**config.mk**
```make
export PLATFORM = sky130hd
export DESIGN_NAME = wake_lock_ctrl
export DESIGN_NICKNAME = d
export VERILOG_FILES = /design/src/rtl/wlk_pkg.sv /design/src/rtl/wlk_window.sv /design/src/rtl/wlk_timer.sv /design/src/rtl/wlk_refcnt.sv /design/src/rtl/wake_lock_ctrl.sv
export SDC_FILE = /design/constraint.sdc
export NUM_CORES = 1
export LEC_CHECK = 0
export ABC_AREA = 0
export CAP_MARGIN = 25
export CORE_MARGIN = 1.5
export CORE_UTILIZATION = 30
export DETAILED_ROUTE_END_ITERATION = 10
export DONT_BUFFER_PORTS = 1
export PLACE_DENSITY = 0.53
export SETUP_SLACK_MARGIN = 0.2
export SKIP_LAST_GASP = 1
export SLEW_MARGIN = 25
export SYNTH_ARGS = -nofsm -noshare
export SYNTH_HDL_FRONTEND = slang
export SYNTH_SLANG_ARGS = --single-unit
```
**constraint.sdc**
```tcl
create_clock -name clk -period 2.8 [get_ports clk]
set_input_delay 0.7 -clock clk [delete_from_list [all_inputs] [get_ports clk]]
set_output_delay 0.7 -clock clk [all_outputs]
set_load 0.005 [all_outputs]
```
**src/rtl/wlk_pkg.sv**
```systemverilog
package wlk_pkg;

    typedef enum logic [2:0] {
        S_OFF  = 3'd0,
        S_RUN  = 3'd1,
        S_ACQ  = 3'd2,
        S_HOLD = 3'd3,
        S_REL  = 3'd4
    } wlk_state_e;

    typedef struct packed {
        logic ovf;
        logic udf;
    } wlk_cnt_evt_t;

    localparam int NUM_PORTS = 2;
    localparam int PORT_GET  = 0;
    localparam int PORT_PUT  = 1;

    function automatic int max_of(input int a, input int b);
        return (a > b) ? a : b;
    endfunction

endpackage

```
**src/rtl/wlk_window.sv**
```systemverilog
module wlk_window #(
    parameter int                 ADDR_W = 32,
    parameter int                 NPORT  = 2,
    parameter logic [ADDR_W-1:0]  WIN_LO = 'h60000,
    parameter logic [ADDR_W-1:0]  WIN_HI = 'h7FFFF
) (
    input  logic [NPORT-1:0]             vld,
    input  logic [NPORT-1:0][ADDR_W-1:0] addr,
    output logic [NPORT-1:0]             hit
);
    for (genvar i = 0; i < NPORT; i++) begin : g_port
        assign hit[i] = vld[i] && (addr[i] >= WIN_LO) && (addr[i] <= WIN_HI);
    end
endmodule

```
**src/rtl/wlk_timer.sv**
```systemverilog
module wlk_timer #(
    parameter int PRESCALE = 1000,
    parameter int UNIT_W   = 6
) (
    input  logic              clk,
    input  logic              rst,
    input  logic              restart,
    output logic [UNIT_W-1:0] units
);
    localparam int PRE_W = (PRESCALE > 1) ? $clog2(PRESCALE) : 1;
    localparam logic [PRE_W-1:0] PRE_LAST = PRE_W'(PRESCALE - 1);

    logic [PRE_W-1:0] pre_q;
    logic             tick;

    assign tick = (pre_q == PRE_LAST);

    always_ff @(posedge clk) begin
        if (rst || restart) begin
            pre_q <= '0;
            units <= '0;
        end else begin
            pre_q <= tick ? '0 : pre_q + 1'b1;
            if (tick && (units != '1))
                units <= units + 1'b1;
        end
    end
endmodule

```
**src/rtl/wlk_refcnt.sv**
```systemverilog
module wlk_refcnt
    import wlk_pkg::*;
#(
    parameter int CNT_W = 8
) (
    input  logic             clk,
    input  logic             rst,
    input  logic             inc,
    input  logic             dec,
    input  logic             clr,
    output logic [CNT_W-1:0] cnt_q,
    output logic [CNT_W-1:0] cnt_nxt,
    output wlk_cnt_evt_t     evt
);
    localparam logic [CNT_W-1:0] CNT_MAX = '1;

    always_comb begin
        cnt_nxt = cnt_q;
        evt     = '0;
        if (clr) begin
            cnt_nxt = '0;
        end else if (inc && !dec) begin
            if (cnt_q == CNT_MAX) evt.ovf = 1'b1;
            else                  cnt_nxt = cnt_q + 1'b1;
        end else if (dec && !inc) begin
            if (cnt_q == '0) evt.udf = 1'b1;
            else             cnt_nxt = cnt_q - 1'b1;
        end
    end

    always_ff @(posedge clk) begin
        if (rst) cnt_q <= '0;
        else     cnt_q <= cnt_nxt;
    end


    no_overflow_chk: assert property (@(posedge clk) disable iff (rst)
        (inc && !dec && !clr && cnt_q == CNT_MAX) |=> (cnt_q == CNT_MAX));


    no_underflow_chk: assert property (@(posedge clk) disable iff (rst)
        (dec && !inc && !clr && cnt_q == '0) |=> (cnt_q == '0));
endmodule

```
**src/rtl/wake_lock_ctrl.sv**
```systemverilog
module wake_lock_ctrl
    import wlk_pkg::*;
#(
    parameter int                ADDR_W     = 32,
    parameter logic [ADDR_W-1:0] WIN_LO     = 'h60000,
    parameter logic [ADDR_W-1:0] WIN_HI     = 'h7FFFF,
    parameter int                CNT_W      = 8,
    parameter int                PRESCALE   = 1000,
    parameter int                ACK_TMO    = 5,
    parameter int                HOLD_UNITS = 50
) (
    input  logic              clk,
    input  logic              rst,
    input  logic              lock_en,
    input  logic              get_vld,
    input  logic [ADDR_W-1:0] get_addr,
    input  logic              put_vld,
    input  logic [ADDR_W-1:0] put_addr,
    input  logic              err_clr,
    input  logic              wake_ack,
    output logic              wake_req,
    output logic              lock_taken,
    output logic [CNT_W-1:0]  ref_count,
    output logic              err_timeout,
    output logic              err_underflow,
    output logic              err_overflow
);
    localparam int UNIT_LIM = max_of(ACK_TMO, HOLD_UNITS);
    localparam int UNIT_W   = $clog2(UNIT_LIM + 1);
    localparam logic [UNIT_W-1:0] TMO_U  = UNIT_W'(ACK_TMO);
    localparam logic [UNIT_W-1:0] HOLD_U = UNIT_W'(HOLD_UNITS);

    wlk_state_e                   state_q, state_d;
    logic                         req_q, req_d;
    logic                         taken_q, taken_d;
    logic                         err_to_q, err_uf_q, err_ov_q;
    logic                         to_evt;
    logic                         tmr_restart;
    logic                         cnt_clr;
    logic                         live;
    logic                         inc, dec;
    logic                         zero_get, nxt_zero;
    logic [NUM_PORTS-1:0]         port_vld, port_hit;
    logic [NUM_PORTS-1:0][ADDR_W-1:0] port_addr;
    logic [CNT_W-1:0]             cnt_q, cnt_nxt;
    wlk_cnt_evt_t                 cnt_evt;
    logic [UNIT_W-1:0]            units;

    assign port_vld[PORT_GET]  = get_vld;
    assign port_vld[PORT_PUT]  = put_vld;
    assign port_addr[PORT_GET] = get_addr;
    assign port_addr[PORT_PUT] = put_addr;

    wlk_window #(
        .ADDR_W (ADDR_W),
        .NPORT  (NUM_PORTS),
        .WIN_LO (WIN_LO),
        .WIN_HI (WIN_HI)
    ) u_window (
        .vld  (port_vld),
        .addr (port_addr),
        .hit  (port_hit)
    );

    assign live = (state_q != S_OFF) && lock_en;
    assign inc  = live && port_hit[PORT_GET];
    assign dec  = live && port_hit[PORT_PUT];

    wlk_refcnt #(.CNT_W(CNT_W)) u_refcnt (
        .clk     (clk),
        .rst     (rst),
        .inc     (inc),
        .dec     (dec),
        .clr     (cnt_clr),
        .cnt_q   (cnt_q),
        .cnt_nxt (cnt_nxt),
        .evt     (cnt_evt)
    );

    wlk_timer #(.PRESCALE(PRESCALE), .UNIT_W(UNIT_W)) u_timer (
        .clk     (clk),
        .rst     (rst),
        .restart (tmr_restart),
        .units   (units)
    );

    assign zero_get = inc && (cnt_q == '0);
    assign nxt_zero = (cnt_nxt == '0);

    always_comb begin
        state_d     = state_q;
        req_d       = req_q;
        taken_d     = taken_q;
        to_evt      = 1'b0;
        tmr_restart = 1'b0;
        cnt_clr     = 1'b0;
        unique case (state_q)
            S_OFF: begin
                if (lock_en) begin
                    state_d = S_RUN;
                    taken_d = 1'b0;
                end
            end
            S_RUN: begin
                if (!lock_en) begin
                    state_d = S_OFF; req_d = 1'b0; taken_d = 1'b0; cnt_clr = 1'b1;
                end else if (zero_get && !taken_q) begin
                    state_d = S_ACQ; req_d = 1'b1; tmr_restart = 1'b1;
                end else if (nxt_zero && (zero_get || cnt_q != '0)) begin
                    state_d = S_HOLD; tmr_restart = 1'b1;
                end
            end
            S_ACQ: begin
                if (!lock_en) begin
                    state_d = S_OFF; req_d = 1'b0; taken_d = 1'b0; cnt_clr = 1'b1;
                end else if (wake_ack || units == TMO_U) begin
                    taken_d     = wake_ack;
                    to_evt      = !wake_ack;
                    state_d     = nxt_zero ? S_HOLD : S_RUN;
                    tmr_restart = 1'b1;
                end
            end
            S_HOLD: begin
                if (!lock_en || (!inc && units == HOLD_U)) begin
                    state_d = S_REL; req_d = 1'b0; tmr_restart = 1'b1;
                end else if (inc) begin
                    tmr_restart = 1'b1;
                    if (!taken_q)      state_d = S_ACQ;
                    else if (nxt_zero) state_d = S_HOLD;
                    else               state_d = S_RUN;
                end
            end
            S_REL: begin
                if (!wake_ack || units == TMO_U) begin
                    to_evt      = wake_ack;
                    taken_d     = wake_ack ? taken_q : 1'b0;
                    tmr_restart = 1'b1;
                    if (!lock_en) begin
                        state_d = S_OFF; taken_d = 1'b0; cnt_clr = 1'b1;
                    end else if (!nxt_zero && !taken_d) begin
                        state_d = S_ACQ; req_d = 1'b1;
                    end else begin
                        state_d = S_RUN;
                    end
                end
            end
            default: begin
                state_d = S_OFF; req_d = 1'b0; taken_d = 1'b0; cnt_clr = 1'b1;
            end
        endcase
    end

    always_ff @(posedge clk) begin
        if (rst) begin
            state_q <= S_OFF;
            req_q   <= 1'b0;
            taken_q <= 1'b0;
        end else begin
            state_q <= state_d;
            req_q   <= req_d;
            taken_q <= taken_d;
        end
    end

    always_ff @(posedge clk) begin
        if (rst) begin
            err_to_q <= 1'b0;
            err_uf_q <= 1'b0;
            err_ov_q <= 1'b0;
        end else begin
            if (to_evt)           err_to_q <= 1'b1;
            else if (err_clr)     err_to_q <= 1'b0;
            if (cnt_evt.udf)      err_uf_q <= 1'b1;
            else if (err_clr)     err_uf_q <= 1'b0;
            if (cnt_evt.ovf)      err_ov_q <= 1'b1;
            else if (err_clr)     err_ov_q <= 1'b0;
        end
    end

    assign wake_req      = req_q;
    assign lock_taken    = taken_q;
    assign ref_count     = cnt_q;
    assign err_timeout   = err_to_q;
    assign err_underflow = err_uf_q;
    assign err_overflow  = err_ov_q;


    off_no_req_chk: assert property (@(posedge clk) disable iff (rst)
        (state_q == S_OFF) |-> !req_q);


    taken_after_ack_chk: assert property (@(posedge clk) disable iff (rst)
        $rose(taken_q) |-> ($past(state_q) == S_ACQ && $past(wake_ack)));


    taken_drop_chk: assert property (@(posedge clk) disable iff (rst)
        $fell(taken_q) |-> (($past(state_q) == S_REL && !$past(wake_ack)) || !$past(lock_en)));


    timeout_sticky_chk: assert property (@(posedge clk) disable iff (rst)
        (err_to_q && !err_clr) |=> err_to_q);


    underflow_sticky_chk: assert property (@(posedge clk) disable iff (rst)
        (err_uf_q && !err_clr) |=> err_uf_q);
endmodule

```
# Word level (Yosys, flattened, before mapping)
# Cells that the tools add are included.
[totals] register_bits=32 wordCells=140
[op_classes] n_addsub=4 n_lt_le_gt_ge=4 n_eq_ne=20 muxes=60 bitwise_logic=2 reduce_logical=41
[op_table] cell="greater-or-equal comparator 32 x 19 -> 1 bit, second input constant" n=2
[op_table] cell="<= comparator 32 x 19 -> 1 bit, second input constant" n=2
[op_table] cell="2-to-1 mux 8 bit" n=5
[op_table] cell="2-to-1 mux 1 bit" n=35
[op_table] cell="2-to-1 mux 3 bit" n=9
[op_table] cell="logical NOT 8 bit" n=2
[op_table] cell="logical AND 1 bit" n=15
[op_table] cell="one-hot mux 3 bit (5 select lines)" n=1
[op_table] cell="inequality test 2 bit, second input constant" n=7
[op_table] cell="adder 10 x 1 -> 10 bit, second input constant" n=1
[op_table] cell="equality test 10 bit, second input constant" n=1
[op_table] cell="2-to-1 mux 2 bit" n=5
[op_table] cell="one-hot mux 1 bit (5 select lines)" n=2
[op_table] cell="AND reduction 5 bit" n=2
[op_table] cell="inequality test 3 bit, second input constant" n=3
[op_table] cell="adder 8 x 1 -> 8 bit, second input constant" n=1
[op_table] cell="equality test 8 bit, second input constant" n=1
[op_table] cell="nonzero test 8 bit" n=1
[op_table] cell="subtractor 8 x 1 -> 8 bit, second input constant" n=1
[op_table] cell="logical NOT 1 bit" n=7
[op_table] cell="AND reduction 7 bit" n=1
[op_table] cell="adder 6 x 1 -> 6 bit, second input constant" n=1
[op_table] cell="equality test 3 x 2 -> 1 bit, second input constant" n=2
[op_table] cell="equality test 6 x 3 -> 1 bit, second input constant" n=1
[op_table] cell="14 further kinds" n=23

# Depth between registers and ports, before layout
[logic_depth] word_depth=17 ltp_mapped=12 mapped_depth_nobuf=11

# By module
# From an unflattened synthesis, not the netlist that was laid out.
[unflattened] cells_unflattened=318 hier_area_um2=2437.3
[modules_own_cells] mod="wake_lock_ctrl" instances=1 cells_per_inst=109 area_each_um2=803.3
[modules_own_cells] mod="wlk_refcnt" instances=1 cells_per_inst=109 area_each_um2=793.3
[modules_own_cells] mod="wlk_timer" instances=1 cells_per_inst=90 area_each_um2=748.2
[modules_own_cells] mod="wlk_window" instances=1 cells_per_inst=10 area_each_um2=92.6

# Worst setup path before layout
# OpenSTA, ideal clock, no wires.
[synth_timing] path_kind="input-to-reg" start="input get_addr[21]" end="register u_timer.pre_q[8]" t_arrival_ns=2.928 path_slack_ns=-0.243 cell_stages=10 n_path_buf=2 path_cell_list="nor4bb_1 -> nand4_1 -> or3_1 -> buf_6 -> a311oi_1 -> a41oi_2 -> o31ai_4 -> or2_1 -> buf_6 -> nor2_2"
[synth_via] elab_chain_len=17 word_cells_on_any_way=26
[synth_rtl] element="start, declared" line="wake_lock_ctrl.sv:16" text="input logic [ADDR_W-1:0] get_addr,"
[synth_rtl] element="greater-or-equal comparator 32 x 19 -> 1 bit" line="wlk_window.sv:12" text="assign hit[i] = vld[i] && (addr[i] >= WIN_LO) && (addr[i] <= WIN_HI);"
[synth_rtl] element="logical AND 1 bit" line="wlk_window.sv:12"
[synth_rtl] element="logical AND 1 bit (*)" line="wlk_window.sv:12"
[synth_rtl] element="logical AND 1 bit (*)" line="wake_lock_ctrl.sv:66" text="assign inc = live && port_hit[PORT_GET];"
[synth_rtl] element="logical NOT 1 bit" line="wlk_refcnt.sv:25, wake_lock_ctrl.sv:124"
[synth_rtl] element="logical AND 1 bit" line="wlk_refcnt.sv:25" text="end else if (dec && !inc) begin"
[synth_rtl] element="2-to-1 mux 8 bit" line="wlk_refcnt.sv:25"
[synth_rtl] element="2-to-1 mux 8 bit" line="wlk_refcnt.sv:22" text="end else if (inc && !dec) begin"
[synth_rtl] element="2-to-1 mux 8 bit" line="wlk_refcnt.sv:20" text="if (clr) begin"
[synth_rtl] element="logical NOT 8 bit" line="wake_lock_ctrl.sv:88" text="assign nxt_zero = (cnt_nxt == '0);"
[synth_rtl] element="logical AND 1 bit" line="wake_lock_ctrl.sv:109" text="end else if (nxt_zero && (zero_get || cnt_q != '0)) begin"
[synth_rtl] element="2-to-1 mux 1 bit" line="wake_lock_ctrl.sv:109"
[synth_rtl] element="2-to-1 mux 1 bit" line="wake_lock_ctrl.sv:107" text="end else if (zero_get && !taken_q) begin"
[synth_rtl] element="2-to-1 mux 1 bit" line="wake_lock_ctrl.sv:105" text="if (!lock_en) begin"
[synth_rtl] element="one-hot mux 1 bit (4 select lines) (*)" line="wake_lock_ctrl.sv:97" text="unique case (state_q)"
[synth_rtl] element="logical OR 1 bit (*)" line="wlk_timer.sv:19" text="if (rst || restart) begin"
[synth_rtl] element="OR reduction 2 bit (no line) (*)"
[synth_rtl] element="end signal, assigned" line="wlk_timer.sv:23" text="pre_q <= tick ? '0 : pre_q + 1'b1;"
[synth_rtl] element="end, declared" line="wlk_timer.sv:13" text="logic [PRE_W-1:0] pre_q;"
# Every way passes the cells marked *; elsewhere a longest branch is shown, timed or not.
# A chain may end at the register's enable or synchronous reset.

# Worst setup path in the final report
[layout_timing] start="input put_addr[30]" end="register state_q[0]"
[layout_via] elab_chain_len=15 word_cells_on_any_way=21
[layout_rtl] element="start, declared" line="wake_lock_ctrl.sv:18" text="input logic [ADDR_W-1:0] put_addr,"
[layout_rtl] element="greater-or-equal comparator 32 x 19 -> 1 bit" line="wlk_window.sv:12"
[layout_rtl] element="logical AND 1 bit" line="wlk_window.sv:12"
[layout_rtl] element="logical AND 1 bit (*)" line="wlk_window.sv:12"
[layout_rtl] element="logical AND 1 bit (*)" line="wake_lock_ctrl.sv:67" text="assign dec = live && port_hit[PORT_PUT];"
[layout_rtl] element="logical AND 1 bit or logical NOT 1 bit (tied branches)" line="wlk_refcnt.sv:25, wlk_refcnt.sv:22"
[layout_rtl] element="2-to-1 mux 8 bit or logical AND 1 bit (tied branches)" line="wlk_refcnt.sv:25, wlk_refcnt.sv:22"
[layout_rtl] element="2-to-1 mux 8 bit (*)" line="wlk_refcnt.sv:22"
[layout_rtl] element="2-to-1 mux 8 bit (*)" line="wlk_refcnt.sv:20"
[layout_rtl] element="logical NOT 8 bit (*)" line="wake_lock_ctrl.sv:88"
[layout_rtl] element="logical NOT 1 bit" line="wake_lock_ctrl.sv:140" text="end else if (!nxt_zero && !taken_d) begin"
[layout_rtl] element="logical AND 1 bit" line="wake_lock_ctrl.sv:140"
[layout_rtl] element="2-to-1 mux 2 bit" line="wake_lock_ctrl.sv:140"
[layout_rtl] element="2-to-1 mux 2 bit" line="wake_lock_ctrl.sv:138" text="if (!lock_en) begin"
[layout_rtl] element="2-to-1 mux 3 bit" line="wake_lock_ctrl.sv:134" text="if (!wake_ack || units == TMO_U) begin"
[layout_rtl] element="one-hot mux 3 bit (5 select lines)" line="wake_lock_ctrl.sv:97"
[layout_rtl] element="end signal, assigned" line="wake_lock_ctrl.sv:159" text="state_q <= state_d;"
[layout_rtl] element="end, declared" line="wake_lock_ctrl.sv:33" text="wlk_state_e state_q, state_d;"
# Every way passes the cells marked *; elsewhere a longest branch is shown, timed or not. The select of a mux whose other input is x is not followed.

==> results <==
- The run finished with clean final reports.
- The root buffer cell chosen for the clock tree is sky130_fd_sc_hd__clkbuf_8.
- The maximum VDD drop is 187 uV.
- The layer with the highest usage is met2.
- The first TritonRoute pass finished after 4 iterations.
- The clock period could shrink to 2.67 ns.
- Entering global routing, the biggest net connects 20 pins.
- The worst path setup slack after routing is 0.133 ns.
- The global router's overall resource usage is between 15 and 20%.
- The diode insertion count for antenna repair is 0.
- The placement row count is 32.
- The later pin in the worst-skew pair is clocked with a latency of 0.28 ns.
- For this run, asynchronously set or reset flops after synthesis account for 0%.
- The floorplan step defined a die boundary enclosing 8710 um2.
- The instance count of the mapped netlist is 333.
- Using the TritonRoute via totals, the vias-per-cell ratio works out to approximately 5.4.
- The most used flip-flop cell after synthesis is sky130_fd_sc_hd__dfxtp_1.
- For this run, global-route usage on met3 was measured as 3.66%.
- The boundary pin count is 84.
- The estimated wirelength of the detail-placed design is 5190 um.
- The finished layout holds roughly 480 standard cells, fillers aside.
- The first global-routing pass estimated 11700 um of wire.
- The remaining number of nets flagged by the antenna check after routing is 0.
- The number of flops mapped to enable cells by yosys is 0.
- When the netlist entered floorplanning its net count stood at 411.
- CTS saw 32 sinks.
- The max-slew violation count is 0.
- The switching component of the power is 0.000459 W.
- The slew at the pin closest to its max-slew limit is 0.688 ns.
- The count of different cell masters after synthesis is 60.
- Once placement finished, the instance area stood at 2870 um2.
- For the worst setup path, the data arrival time is 2.84 ns.
- The average instance in the mapped netlist occupies 7.35 um2.
- The number of global-route vias before repair is 2491.
- The vertical extent of the die is 93.3 um.
- Combinational logic is responsible for ~31% of the overall power.
- The share of total power consumed by net switching is around a third.
- The class of the most critical hold timing path is flop to flop.
- The beginning of the worst register-to-register path is u_refcnt.cnt_q[1].
- The final period utilization is 95.3%.
- Across the run, the number of max-cap violations was 0.
- Clock-pin slew was measured on the worst setup and hold paths at 0.08 ns.
- The area added between synthesis and finish is 32.7%.
- Headroom to the max-slew limit came out at a little over half.
- For this run, the register share of the synthesized area comes to 26.2%.
- For this run, design rule violations remaining after detail routing come to 0.
- The synthesized design contains 32 register bits.
- The number of nets in the finished design is 452.
- After layout, the design draws a total of 0.00138 W.
- The met1 demand-to-capacity share in global routing is 22.3%.
- The total buffers and inverters traversed by the critical path is 2.
- The most prevalent standard cell on the critical path is sky130_fd_sc_hd__buf_4.
- The element type at the critical path start is an input port.
- The internal power of the cells totals 0.000920 W.
- The cell area after synthesis is 2450 um2.
- For the worst setup path, the data required time is 2.98 ns.
- The largest clock skew in the final design is 0.00734 ns.
- The clock tree from TritonCTS is yes.
- In this run the deepest clock path goes through 2 buffers.
- Setup violations remaining at the end of the flow were counted as 0.
- STA classifies the critical path endpoint as a flop.
- After routing the design area is 3250 um2.
- After the first detailed-routing iteration, the DRC count stood at 111.
- The standby leakage power is about 1.2 nW.
- The initial antenna violation count is 0.
- The horizontal die dimension is 93.3 um.
- The congestion estimate from routability-driven global placement came to 0.880.
- The total area inside the core boundary comes to approximately 8000 um2.
- The met2 track utilization from global routing is 26.9%.
- The fmax is 375 MHz.
- In this run the power density over the cells is 424 nW/um2.
- In this run the register-to-register setup slack is roughly 0.21 ns.
- The post-route netlist has 29.1% of its cells at a drive strength greater than 1.
- Grouping stages by cell kind, the critical path spends the most delay in compound AO/OA/AOI/OAI gates.
- The count of endpoints failing hold in the final timing report is 0.
- The number of placed cells counting well taps is 461.
- Setup repair after global routing could not meet its margin everywhere.
- The signal on the critical path passes through nor4_4 -> buf_4 -> nand4_1 -> nor2_2 -> buf_4 -> a21oi_2 -> o311a_1 -> a41oi_4 -> nor2_4 -> a21boi_2 -> a311o_1.
- In the final routed layout, each cell accounts on average for 14.8 um.
- The tightest hold path in the finished design has a slack of ~0.46 ns.
- The TritonCTS buffer count is 5.
- Summed over all layers, the global routing overflow is 0.
- The count of buffers inserted at the top-level ports is 0.
- The number of warnings reported in the yosys synthesis log is 0.
- The final layout contains routed wiring with a total length of around 7000 um.
- The critical path in this run is classified as input port to flop.
- The maximum fanout encountered on the critical timing path is 3.
- The longest individual stage delay on the worst path is 0.36 ns.
- The number of vias after detailed routing is about 2600.
- CTS built an H-tree with a depth of 2.
- The setup slack at placement is -0.466 ns.
- The startpoint identified for the worst hold timing path is u_timer.pre_q[0].
- The worst setup path startpoint is put_addr[30].
- Among all stages on the critical path, the largest delay is contributed by sky130_fd_sc_hd__o311a_1.
- For this configuration, the core starts out at a cell density of 31.4%.
- The sequential cell fraction of total power is a little over a third.
- The proportion of power drawn by the clock network is about a third.
==> repair_timing <==
| item | in CTS | in global routing |
|---|---|---|
| setup buffers | 4 | 4 |
| pin swaps | 20 | 24 |
| endpoints found under the setup margin | 19 | 19 |
| cloned | 0 | 0 |
| hold buffers | 0 | 0 |
| resized for setup | 17 | 23 |
==> sequential cells by signal, indices dropped and copies added, names as in the netlist <==
signal,cells
u_refcnt.cnt_q,8
lock_taken,1
u_timer.pre_q,10
wake_req,1
err_underflow,1
u_timer.units,6
err_timeout,1
err_overflow,1
state_q,3
==> final timing paths <==
check                                        end  depth (start not counted)
worst max-delay path                  state_q[0]                         11
worst min-delay path            u_timer.pre_q[0]                          1
worst max register to register        state_q[0]                         11
worst min register to register  u_timer.pre_q[0]                          1
==> power by group through the flow <==
stage | clock network [W] | registers, W | logic, W
final | 0.000449 | 0.000504 | 0.000426
after global routing | 0.000485 | 0.000507 | 0.000470
after CTS | 0.000459 | 0.000503 | 0.000405
after detailed placement | 0 | 0.000514 | 0.000393
after global placement | 0 | 0.000513 | 0.000397
after floorplan | 0 | 0.000502 | 0.000296
==> per-layer routing <==
| layer | wire length [um] | part of all wire, % | vias to the layer above |
|---|---|---|---|
| met5 | 0 | 0 | - |
| met1 | 3290 | 47 | 1201 |
| met4 | 123 | 1.7 | 0 |
| li1 | - | - | 1286 |
| met2 | 3260 | 46 | 61 |
| met3 | 370 | 5.3 | 12 |
==> synth_stat cells, types with 3 or more instances <==
master,instances,area (um2)
sky130_fd_sc_hd__a21oi_1,31,155
sky130_fd_sc_hd__a31oi_1,4,25.0
sky130_fd_sc_hd__and3_1,5,31.3
sky130_fd_sc_hd__and4_1,3,26.3
sky130_fd_sc_hd__buf_2,4,20.0
sky130_fd_sc_hd__clkbuf_1,12,45.0
sky130_fd_sc_hd__dfxtp_1,32,641
sky130_fd_sc_hd__ha_1,7,87.6
sky130_fd_sc_hd__inv_1,15,56.3
sky130_fd_sc_hd__mux2i_1,7,70.1
sky130_fd_sc_hd__nand2_1,26,97.6
sky130_fd_sc_hd__nand2b_1,4,25.0
sky130_fd_sc_hd__nand3_1,16,80.1
sky130_fd_sc_hd__nand4_1,6,37.5
sky130_fd_sc_hd__nor2_1,45,169
sky130_fd_sc_hd__nor2_2,8,50.1
sky130_fd_sc_hd__nor3_1,9,45.0
sky130_fd_sc_hd__nor4_1,6,37.5
sky130_fd_sc_hd__o211ai_1,3,22.5
sky130_fd_sc_hd__o21ai_0,15,75.1
sky130_fd_sc_hd__o21ai_1,5,25.0
sky130_fd_sc_hd__o22ai_1,3,18.8
sky130_fd_sc_hd__or3_1,3,18.8
sky130_fd_sc_hd__or4b_1,5,50.1
sky130_fd_sc_hd__xnor2_1,10,87.6
sky130_fd_sc_hd__xor2_1,4,35.0
==> layout make-up <==
cell class              instances  area (um2)
repair buffers                 53         405
clock inverters                 3        42.5
clock buffers                   5        68.8
flip-flops and latches         32         642
multi-input cells             266        1900
well taps                     102         128
inverters                      16        60.1
fillers                       799        4560
==> logic make-up (layout without fill, tap and decap cells) <==
group | after synthesis | count (layout) | share of synthesized area (%)
multiplexers | 8 | 8 | 3.32
AO/OA/AOI/OAI | 84 | 84 | 22.2
buffers and inverters | 35 | 77 | 6.34
adder cells (fa/ha/maj) | 7 | 7 | 3.58
flip-flops | 32 | 32 | 26.2
AND/OR/NAND/NOR | 153 | 153 | 33.4
XOR/XNOR | 14 | 14 | 5.01
==> worst reg2reg max path, delay by kind of cell (launching register included) <==
family | cells | cell delay, ns
AO/OA/AOI/OAI | 5 | 0.99
AND/OR/NAND/NOR | 4 | 0.85
flip-flops | 1 | 0.33
adder cells (fa/ha/maj) | 1 | 0.17
buffers and inverters | 1 | 0.16
==> through the flow <==
| stage | TNS, ns | util (%) |
|---|---|---|
| final | 0 | 41.6 |
| after global routing | 0 | 41.6 |
| after CTS | 0 | 39.8 |
| after detailed placement | -6.16 | 36.8 |
| after global placement | -7.11 | 36.8 |
| after floorplan | -1.21 | - |
==> placed cells by master (no fill, tap or decap), drive strengths merged, types with 2 or more instances in the layout <==
cell type / instances
buf: 53
nor2: 53
dfxtp: 32
a21oi: 31
nand2: 26
o21ai: 20
inv: 16
nand3: 16
xnor2: 10
nor3: 9
mux2i: 7
ha: 7
nand4: 7
nor4: 6
clkbuf: 5
and3: 5
or4b: 5
nand2b: 4
a31oi: 4
xor2: 4
nor4b: 4
o31ai: 4
o211ai: 3
o22ai: 3
and4: 3
or3: 3
and2: 2
nor3b: 2
or4: 2
nand3b: 2
o32ai: 2
nor4bb: 2
a2111oi: 2
Note: power is estimated with default switching activity, not from simulation.
